===== src/rtl/gpio_port_pkg.sv =====
package gpio_port_pkg;

    localparam int PORT_PINS  = 8;
    localparam int MASK_LSB   = 2;
    localparam int ADDR_W     = PORT_PINS + MASK_LSB + 1;
    localparam int SYNC_DEPTH = 2;
    localparam logic [ADDR_W-1:0] DIR_OFFSET = ADDR_W'(1) << (PORT_PINS + MASK_LSB);

    typedef logic [PORT_PINS-1:0] pins_t;
    typedef logic [ADDR_W-1:0]    addr_t;

    typedef enum logic [1:0] {
        ACC_IDLE = 2'd0,
        ACC_DATA = 2'd1,
        ACC_DIR  = 2'd2,
        ACC_VOID = 2'd3
    } acc_e;

    typedef struct packed {
        acc_e  kind;
        logic  wr;
        pins_t mask;
        pins_t wdata;
    } bus_req_t;

    function automatic acc_e classify(addr_t a);
        if (!a[ADDR_W-1])
            return ACC_DATA;
        else if (a == DIR_OFFSET)
            return ACC_DIR;
        else
            return ACC_VOID;
    endfunction

    function automatic pins_t window_mask(addr_t a);
        return a[MASK_LSB +: PORT_PINS];
    endfunction

    function automatic pins_t pin_level(pins_t dir, pins_t drv, pins_t smp);
        return (dir & drv) | (~dir & smp);
    endfunction

endpackage


===== src/rtl/gpio_bus_decode.sv =====
module gpio_bus_decode
    import gpio_port_pkg::*;
(
    input  logic     psel,
    input  logic     penable,
    input  logic     pwrite,
    input  addr_t    paddr,
    input  pins_t    pwdata,
    output bus_req_t req
);
    always_comb begin
        req.kind  = ACC_IDLE;
        req.wr    = 1'b0;
        req.mask  = '0;
        req.wdata = pwdata;
        if (psel && penable) begin
            req.kind = classify(paddr);
            req.wr   = pwrite;
            req.mask = window_mask(paddr);
        end
    end
endmodule


===== src/rtl/gpio_pin_regs.sv =====
module gpio_pin_regs
    import gpio_port_pkg::*;
(
    input  logic     clk,
    input  logic     rst,
    input  bus_req_t req,
    output pins_t    dir_q,
    output pins_t    out_q
);
    logic dir_we;
    logic dat_we;

    assign dir_we = req.wr && (req.kind == ACC_DIR);
    assign dat_we = req.wr && (req.kind == ACC_DATA);

    for (genvar i = 0; i < PORT_PINS; i++) begin : g_pin
        always_ff @(posedge clk) begin
            if (rst)
                dir_q[i] <= 1'b0;
            else if (dir_we)
                dir_q[i] <= req.wdata[i];
        end

        always_ff @(posedge clk) begin
            if (rst)
                out_q[i] <= 1'b0;
            else if (dat_we && req.mask[i] && dir_q[i])
                out_q[i] <= req.wdata[i];
        end
    end
endmodule


===== src/rtl/gpio_in_sync.sv =====
module gpio_in_sync
    import gpio_port_pkg::*;
#(
    parameter int STAGES = SYNC_DEPTH
)(
    input  logic  clk,
    input  logic  rst,
    input  pins_t pad_in,
    output pins_t sync_q
);
    pins_t stage_q [STAGES];

    for (genvar s = 0; s < STAGES; s++) begin : g_stage
        if (s == 0) begin : g_first
            always_ff @(posedge clk) begin
                if (rst) stage_q[s] <= '0;
                else     stage_q[s] <= pad_in;
            end
        end else begin : g_next
            always_ff @(posedge clk) begin
                if (rst) stage_q[s] <= '0;
                else     stage_q[s] <= stage_q[s-1];
            end
        end
    end

    assign sync_q = stage_q[STAGES-1];
endmodule


===== src/rtl/gpio_read_mux.sv =====
module gpio_read_mux
    import gpio_port_pkg::*;
(
    input  bus_req_t req,
    input  pins_t    dir_q,
    input  pins_t    out_q,
    input  pins_t    sync_q,
    output pins_t    rdata
);
    always_comb begin
        rdata = '0;
        if (!req.wr) begin
            unique case (req.kind)
                ACC_DATA: rdata = pin_level(dir_q, out_q, sync_q) & req.mask;
                ACC_DIR:  rdata = dir_q;
                default:  rdata = '0;
            endcase
        end
    end
endmodule


===== src/rtl/gpio_mask_port.sv =====
module gpio_mask_port
    import gpio_port_pkg::*;
(
    input  logic        clk,
    input  logic        rst,
    input  logic        psel,
    input  logic        penable,
    input  logic        pwrite,
    input  logic [10:0] paddr,
    input  logic [7:0]  pwdata,
    output logic [7:0]  prdata,
    input  logic [7:0]  pad_in,
    output logic [7:0]  pad_out,
    output logic [7:0]  pad_oe,
    output logic [7:0]  pin_sync
);
    bus_req_t req;
    pins_t    dir_q;
    pins_t    out_q;
    pins_t    sync_q;

    gpio_bus_decode u_dec (
        .psel    (psel),
        .penable (penable),
        .pwrite  (pwrite),
        .paddr   (paddr),
        .pwdata  (pwdata),
        .req     (req)
    );

    gpio_pin_regs u_regs (
        .clk   (clk),
        .rst   (rst),
        .req   (req),
        .dir_q (dir_q),
        .out_q (out_q)
    );

    gpio_in_sync #(.STAGES(SYNC_DEPTH)) u_sync (
        .clk    (clk),
        .rst    (rst),
        .pad_in (pad_in),
        .sync_q (sync_q)
    );

    gpio_read_mux u_rmux (
        .req    (req),
        .dir_q  (dir_q),
        .out_q  (out_q),
        .sync_q (sync_q),
        .rdata  (prdata)
    );

    assign pad_out  = out_q;
    assign pad_oe   = dir_q;
    assign pin_sync = sync_q;
endmodule


===== config.mk =====
export PLATFORM = sky130hd
export DESIGN_NAME = gpio_mask_port
export DESIGN_NICKNAME = d
export VERILOG_FILES = /design/src/rtl/gpio_port_pkg.sv /design/src/rtl/gpio_bus_decode.sv /design/src/rtl/gpio_pin_regs.sv /design/src/rtl/gpio_in_sync.sv /design/src/rtl/gpio_read_mux.sv /design/src/rtl/gpio_mask_port.sv
export SDC_FILE = /design/constraint.sdc
export NUM_CORES = 1
export LEC_CHECK = 0
export BUFFER_PORTS_ARGS = -buffer_cell sky130_fd_sc_hd__buf_2
export CAP_MARGIN = 25
export CORE_MARGIN = 2
export CORE_UTILIZATION = 45
export CTS_CLUSTER_DIAMETER = 40
export CTS_CLUSTER_SIZE = 24
export DETAILED_ROUTE_END_ITERATION = 8
export PLACE_DENSITY = 0.77
export SLEW_MARGIN = 20
export SYNTH_ARGS = -nofsm -noshare
export SYNTH_HDL_FRONTEND = slang
export SYNTH_SLANG_ARGS = --single-unit
export TNS_END_PERCENT = 20

===== constraint.sdc =====
create_clock -name clk -period 2.45 [get_ports clk]
set_input_delay 0.245 -clock clk [delete_from_list [all_inputs] [get_ports clk]]
set_output_delay 0.245 -clock clk [all_outputs]
set_load 0.01 [all_outputs]

==> results of run 1 <==
synthesized netlist by cell type:
cell type	n
dfxtp_1	32
a21oi_1	16
nand2_1	16
nor2b_1	16
nand3_1	15
a311oi_1	6
a31oi_1	6
and2_1	6
a21bo_2	4
clkbuf_1	4
inv_1	4
nand4_1	3
a21bo_1	2
a31o_1	2
a32oi_1	2
and3_1	2
and4_1	2
ha_1	2
mux2_2	2
nor2_1	2
a31o_2	1
buf_12	1
buf_2	1
buf_4	1
buf_6	1
nor3_1	1
nor4_1	1
nor4b_1	1
placed cells by master, fill, tap and decap left out, drive strengths merged, types with 3 or more instances in the layout:
master  instances
a31oi           6
a21oi          16
nor2b          16
a311oi          6
clkbuf          5
nand2          16
a21bo           6
dfxtp          32
buf            63
and2            6
inv             4
a31o            3
nand4           3
nand3          15
power by group through the flow:
stage / registers [mW] / logic (mW) / clock network [mW]
6_report: 0.538 / 0.0809 / 0.277
5_1_grt: 0.540 / 0.0906 / 0.316
4_1_cts: 0.538 / 0.0803 / 0.293
3_5_place_dp: 0.550 / 0.0800 / 0
3_3_place_gp: 0.550 / 0.0792 / 0
2_1_floorplan: 0.552 / 0.0334 / 0
per-layer routing:
| layer | share of wire | wire length, um |
|---|---|---|
| met5 | 0 | 0 |
| met4 | 0.016 | 54 |
| met3 | 0.056 | 185 |
| met2 | 0.50 | 1650 |
| met1 | 0.43 | 1420 |
sequential cells by signal, indices dropped and copies added, names as in the netlist:
register / flops
u_sync.stage_q: 16
u_regs.out_q: 8
u_regs.dir_q: 8
area by class of cell:
class,instances,area (um2),share of cell area
multi-input combinational,108,678,0.390
sequential,32,641,0.368
timing repair buffer,63,315,0.181
tap,33,41.3,0.0237
clock buffer,5,37.5,0.0216
inverter,4,15.0,0.00863
clock inverter,2,12.5,0.00719
through the flow:
step                      total power [mW]  setup slack [ps]  cells
after floorplan                      0.585               507    152
after global placement               0.629               146    240
after detailed placement             0.630               116    240
after CTS                            0.911               108    247
after global routing                 0.946              80.8    247
final                                0.896               193    247
final timing paths:
check                  startpoint              endpoint  slack, ps  cells after the start
max                      paddr[7]             prdata[0]        190                      8
min                     pad_in[7]  u_sync.stage_q[0][7]        130                      2
max reg2reg       u_regs.dir_q[3]       u_regs.out_q[3]       1530                      3
min reg2reg  u_sync.stage_q[0][3]  u_sync.stage_q[1][3]        440                      1
logic make-up (layout without fill, tap and decap cells):
group,count (synthesis),in the layout,synth area share
AO/OA/AOI/OAI,39,39,0.198
adder cells (fa/ha/maj),2,2,0.0181
buffers and inverters,12,74,0.0533
flip-flops,32,32,0.463
multiplexers,2,2,0.0163
AND/OR/NAND/NOR,65,65,0.252
==> results_dict.tcl, run 1 <==
set metrics [dict create \
    status "completed" \
    clk_latency_ps 320 \
    grt_pass1_vias 1182 \
    drc 0 \
    track_usage 0.199 \
    final_nets 248 \
    seq_area_frac_synth 0.463 \
    cts.sinks 32 \
    yosysTopAreaCell "dfxtp_1" \
    power_frac_clock 0.309 \
    io_buffers 63 \
    p_sw_frac 0.249 \
    fp-row-count 20 \
    finalCritPeriodShare 0.921 \
    grtUsageMet3 0.0524 \
    gp_congestion 0.812 \
    setup_violations 0 \
    ys_top_cells_by_area "dfxtp_1, nor2b_1, a21oi_1" \
    drt_wl_total_um 3310 \
    hold_viol 0 \
    p_comb_frac 0.090 \
    detail-route-antenna-nets 0 \
    fin_crit_ps 2260 \
    cts_setup_buffers 0 \
    crit_required_ps 2200 \
    die-area_mm2 0.00354 \
    grtUsageMet2 0.323 \
    fmax_mhz 443 \
    slowest_stage "nor4_2" \
    syn_inst 152 \
    cts-root-buf "clkbuf_4" \
    fp.dieW_um 59.5 \
    hold_class "primary input to flop" \
    tritoncts "done" \
    crit_family "simple AND/OR/NAND/NOR gates" \
    final_cell_area_mm2 0.00174 \
    grt_pass1_wl_um 5200 \
    htreeDepth 2 \
    clk_pin_slew_ps 90 \
    cp-end-kind "output pin" \
    cts_inserted_buffers 5 \
    start_util 0.465 \
    area_growth_pct 25.7 \
    dp_hpwl_um 2380 \
    synth_cell_types 28 \
    crit_buf_inv 2 \
    synth.top_cell.area_share 0.463 \
    vias_per_cell 5.51 \
    met1_usage 0.244 \
    clockBufferDepth 2 \
    maxCapViolations 0 \
    crit_type "primary input to output pin" \
    die_h_um 59.5 \
    final.setup.tns_ps 0 \
    cp.arrival_ps 2010 \
    internal_power_mw 0.673 \
    placed_area_mm2 0.00168 \
    drt_first_pass_iters 4 \
    routedWlPerCell_um 13.4 \
    nFillCells 291 \
    core_mm2 0.00298 \
    netlist_area_mm2 0.00139 \
    final_core_util 0.584 \
    p_leak_nw 0.763 \
    antenna_found_initial 0 \
    slowest_delay_ps 310 \
    drv_slew 0 \
    seqPwrFrac 0.601 \
    cpMostUsedCell "buf_2" \
    powerDensity_mw_per_mm2 515 \
    layout-drive-gt1-share 0.369 \
    slew_headroom 0.616 \
    rsz0062_at_grt "false" \
    start_kind "primary input" \
    vias 1362 \
    cts_hold_buf 0 \
    overflow 0 \
    io_pins 64 \
    worst_pin_slew_ps 576 \
    grt_max_degree 33 \
    yosysWarnings 0 \
    antenna_cells 0 \
    grt-busiest-layer "met2" \
    ys_ff_latch 32 \
    skew_ps 9.63 \
    cts_resized 0 \
    syn_avg_cell_area_um2 9.11 \
    peakVddDrop_v 0.000334 \
    drtIter0Drc 58 \
    p_sw_mw 0.223 \
    worstPathCellList "buf_2, nor4_2, nand3_1, and3_1, ha_1, a31o_2, a311oi_1, buf_2" \
    crit_fanout 8 \
    syn-num-nets 186 \
    whs_ps 129 \
]
(Power assumes the default switching activity.)
==> inputs of run 2 (changes only) <==
Settings changed: ABC_AREA set to 1, PLACE_DENSITY 0.77 to 0.76.
==> run 2 against run 1 <==
Worst setup slack better by 230 ps. Flip-flop and latch count unchanged. Via count up 15%. Global-route usage up 0.78 points. Count of clock-buffer cells in the layout up 2. Cell area up 9.9%. Critical path depth up 1. Hold slack worse by 22 ps. Final cell count up 40%. Fmax up 12%.
==> results_dict.tcl, run 2 <==
set metrics [dict create \
    status "completed" \
    layout-drive-gt1-share 0.246 \
    final_nets 335 \
    cts_inserted_buffers 5 \
    ff2ff_setup_slack_ps 1510 \
    cts.sinks 32 \
    powerDensity_mw_per_mm2 507 \
    antenna_found_initial 0 \
    grt_pass1_vias 1330 \
    synth_common_cells "nor2_1, inv_1, nand2_1" \
    io_buffers 63 \
    cts_hold_buf 0 \
    gp_congestion 0.803 \
    die_h_um 61.7 \
    fp.dieW_um 61.7 \
    maxCapViolations 0 \
    ys_top_cells_by_area "dfxtp_1, nor2_1, inv_1" \
    cts_setup_buffers 0 \
    cts_resized 0 \
    drt_wl_total_um 3520 \
    final_common_cell "buf_2" \
    fp-row-count 20 \
    final.setup.tns_ps 0 \
    regMostFlops "u_sync.stage_q" \
    die-area_mm2 0.00381 \
    skew_ps 4.95 \
    fin_ws_ps 427 \
    setup_violations 0 \
    cp-end-kind "output pin" \
    yosysWarnings 0 \
    hold_viol 0 \
    placed_area_mm2 0.00185 \
    synth_cell_types 16 \
    clockBufferDepth 2 \
    reg2reg_to "u_regs.out_q[2]" \
    worst_pin_slew_ps 478 \
    fmax_mhz 494 \
    async_flop_share 0 \
    crit_type "primary input to output pin" \
    synth.top_cell.area_share 0.427 \
    crit_fanout 8 \
    vias_per_cell 4.53 \
    io_pins 64 \
    r2r_start "u_regs.dir_q[2]" \
    detail-route-antenna-nets 0 \
    slew_headroom 0.681 \
    drtIter0Drc 66 \
    start_util 0.483 \
    tritoncts "done" \
    hold_class "primary input to flop" \
    drv_slew 0 \
    vias 1562 \
    dp_hpwl_um 2580 \
    min_from "pad_in[7]" \
    peakVddDrop_v 0.000339 \
    start_kind "primary input" \
    routedWlPerCell_um 10.2 \
    whs_ps 107 \
    seq_area_frac_synth 0.427 \
    area_growth_pct 27.5 \
    whs_path_depth 3 \
    antenna_cells 0 \
    ys.flop_type "dfxtp_1" \
    fin_crit_ps 2020 \
    r2r_cells 5 \
    syn_inst 235 \
    syn-num-nets 269 \
    rsz0062_at_grt "false" \
    synth_edf_count 0 \
    yosysTopAreaCell "dfxtp_1" \
    preCtsSetupSlack_ps 415 \
    grt_max_degree 18 \
    track_usage 0.207 \
    htreeDepth 2 \
    layout_common_cells "buf_2, nor2_1, inv_1, nand2_1, dfxtp_1" \
    synth_most_common_cell "nor2_1" \
    drt_first_pass_iters 4 \
    core_mm2 0.00310 \
    clk_latency_ps 330 \
    grt_pass1_wl_um 5660 \
    crit_required_ps 2200 \
    syn_avg_cell_area_um2 6.38 \
    largest_register_ffs 16 \
    reg_top3 "u_sync.stage_q x16, u_regs.dir_q x8, u_regs.out_q x8" \
    worstHoldEndpoint "u_sync.stage_q[0][7]" \
    overflow 0 \
    final_cell_area_mm2 0.00191 \
    netlist_area_mm2 0.00150 \
    cts-root-buf "clkbuf_4" \
    clk_pin_slew_ps 100 \
    p_leak_nw 1.05 \
    ys_ff_latch 32 \
    finalCritPeriodShare 0.826 \
    cp.arrival_ps 1780 \
    drc 0 \
]
run 2: changes by cell type after synthesis, sizes merged, moves of 10 or more:
cell   change
nor2      +56
nor2b     -16
inv       +44
o21ai     +10
nand2     +30
run 2: logic make-up after synthesis:
group / after synthesis / share of synthesized area
simple gates: 121 / 0.326
flops: 32 / 0.427
fa+ha+maj: 2 / 0.0167
buf+inv: 53 / 0.140
compound gates: 27 / 0.0901
run 2: worst max-delay path by stage:
stage | from | slack, ps | cells past startpoint | end
2_1_floorplan | paddr[5] | 780 | 8 | prdata[0]
3_3_place_gp | paddr[5] | 430 | 9 | prdata[2]
3_5_place_dp | paddr[5] | 420 | 9 | prdata[0]
4_1_cts | paddr[5] | 410 | 9 | prdata[0]
5_1_grt | paddr[2] | 180 | 11 | prdata[0]
6_report | paddr[5] | 430 | 9 | prdata[1]
run 2: critical path, stage by stage:
cell and delay, ps:
buf_2 100, nor2_1 130, nand3_1 80, nor2_1 140
a21oi_1 80, ha_1 280, or2_1 360, a21oi_1 200
buf_2 160
run 2: power by group:
part           internal (mW)  switching, mW
combinational         0.0387         0.0567
sequential             0.533        0.00561
clock                  0.163          0.172
run 2: layer usage:
layer  track usage  vias up  part of all wire
li1              -      838                 -
met2         0.334       60              0.44
met5             0        -                 0
met4        0.0973        0             0.018
met3        0.0435        7             0.066
met1         0.264      657              0.47
run 2: layout make-up:
| type | count | area [um2] |
|---|---|---|
| fill | 318 | 1190 |
| multi-input combinational | 150 | 649 |
| sequential | 32 | 641 |
| timing repair buffer | 64 | 323 |
| inverter | 48 | 180 |
| clock buffer | 7 | 65.1 |
| tap | 44 | 55.1 |
run 2: metrics by stage:
step                       util  std cells  total power, mW
after detailed placement  0.596        338            0.647
after global routing      0.617        345             1.02
after floorplan               -        235            0.603
after global placement    0.596        338            0.645
final                     0.617        345            0.970
after CTS                 0.617        345            0.978
==> inputs of run 3 (changes only) <==
Clock period 2.45 ns to 2 ns, I/O delays scaled along.
==> run 3 against run 2 <==
First-iteration DRC count shrank 17%. Cell area grew 2.8%. Clock power grew 45%. Routed wire length grew 1.6%. Via count shrank 0.13%. Critical path depth is the same. Register-to-register slack lost 450 ps. Hold slack lost 58 ps. Flip-flop and latch count is the same. Core utilization grew 1.7 points. Total power grew 31%. Clock skew grew 3.4 ps. Critical path type unchanged. Critical endpoint is now prdata[2]. Largest cell class unchanged. Largest power group unchanged.
==> results_dict.tcl, run 3 (synthesis results as in run 2) <==
set metrics [dict create \
    fmax_mhz 521 \
    detail-route-antenna-nets 0 \
    dp_hpwl_um 2700 \
    clk_latency_ps 340 \
    p_leak_nw 1.07 \
    clockBufferDepth 2 \
    cts-root-buf "clkbuf_4" \
    overflow 0 \
    hold_viol 0 \
    vias 1560 \
    skew_ps 8.36 \
    cts_resized 0 \
    finalCritPeriodShare 0.959 \
    antenna_cells 0 \
    io_pins 64 \
    fin_crit_ps 1920 \
    rsz0062_at_grt "false" \
    start_util 0.483 \
    place_inst 341 \
    fp-row-count 20 \
    core_mm2 0.00310 \
    maxCapViolations 0 \
    r2r_cells 5 \
    grt_pass1_vias 1328 \
    clk_pin_slew_ps 110 \
    drc 0 \
    io_buffers 63 \
    die-area_mm2 0.00381 \
    slew_headroom 0.696 \
    gp_congestion 0.813 \
    tritoncts "done" \
    area_growth_pct 31.1 \
    fp.dieW_um 61.7 \
    whs_path_depth 3 \
    worstPathCellList "buf_2, nor2_1, nand3_1, nor2_2, a21oi_1, ha_1, or2_4, a21oi_1, buf_2" \
    cts.sinks 32 \
    seqCellArea_um2 641 \
    drtIter0Drc 55 \
    grt_pass1_wl_um 5490 \
    layout_common_cells "buf_2, nor2_1, inv_1, nand2_1, dfxtp_1" \
    power_mw 1.27 \
    regMostFlops "u_sync.stage_q" \
    nFillCells 311 \
    crit_fanout 8 \
    final.setup.tns_ps 0 \
    final_nets 338 \
    htreeDepth 2 \
    powerDensity_mw_per_mm2 646 \
    crit_required_ps 1800 \
    grt_max_degree 18 \
    die_h_um 61.7 \
    final_common_cell "buf_2" \
    peakVddDrop_v 0.000501 \
    cp.arrival_ps 1720 \
    drt_wl_total_um 3570 \
    setup_violations 0 \
    cts_hold_buf 0 \
    vias_per_cell 4.47 \
    slowest_delay_ps 300 \
    antenna_found_initial 0 \
    cts_setup_buffers 0 \
    slowest_stage "or2_4" \
    drv_slew 0 \
    cts_inserted_buffers 5 \
    reg_top3 "u_sync.stage_q x16, u_regs.dir_q x8, u_regs.out_q x8" \
    crit_type "primary input to output pin" \
    layout-drive-gt1-share 0.272 \
    largest_register_ffs 16 \
    routedWlPerCell_um 10.2 \
    stdcell_count 349 \
    hold_class "primary input to flop" \
    worst_pin_slew_ps 455 \
    cp-end-kind "output pin" \
    start_kind "primary input" \
    track_usage 0.203 \
    whs_ps 49.4 \
    drt_first_pass_iters 4 \
    status "completed" \
    multi_input_area_um2 666 \
]
## run 3: power by group
| part | internal, mW | leakage, nW | switching, mW |
|---|---|---|---|
| Combinational | 0.0516 | 0.770 | 0.0714 |
| Sequential | 0.654 | 0.261 | 0.00678 |
| Clock | 0.260 | 0.0412 | 0.227 |
## run 3: critical path: cells and delay by family
family,cells,cell delay [ps]
simple gates,4,720
fa+ha+maj,1,290
buf+inv,2,260
compound gates,2,240
## run 3: final cells by class
| cell class | instances | share of cell area |
|---|---|---|
| multi-input combinational | 150 | 0.338 |
| sequential | 32 | 0.326 |
| timing repair buffer | 67 | 0.176 |
| inverter | 48 | 0.0916 |
| tap | 44 | 0.0280 |
| clock inverter | 3 | 0.0216 |
| clock buffer | 5 | 0.0191 |
## run 3: per-layer routing
| layer | wire [um] | up-vias | track usage | part of all wire |
|---|---|---|---|---|
| li1 | - | 838 | - | - |
| met3 | 257 | 2 | 0.0663 | 0.072 |
| met2 | 1600 | 56 | 0.350 | 0.45 |
| met5 | 0 | - | 0 | 0 |
| met4 | 19 | 0 | 0.0699 | 0.0053 |
| met1 | 1690 | 664 | 0.236 | 0.47 |
## run 3: worst paths after layout
path                                        endpoint                  from  slack, ps
worst max register to register       u_regs.out_q[1]       u_regs.dir_q[1]       1060
worst min-delay path            u_sync.stage_q[0][2]             pad_in[2]         50
worst max-delay path                       prdata[2]              paddr[5]         80
worst min register to register  u_sync.stage_q[1][5]  u_sync.stage_q[0][5]        400
## run 3: through the flow
stage          area, um2  setup slack [ps]   util
2_1_floorplan       1500               421      -
3_3_place_gp        1870              57.7  0.603
3_5_place_dp        1870              20.6  0.603
4_1_cts             1950              11.9  0.629
5_1_grt             1970              18.5  0.634
6_report            1970              82.3  0.634
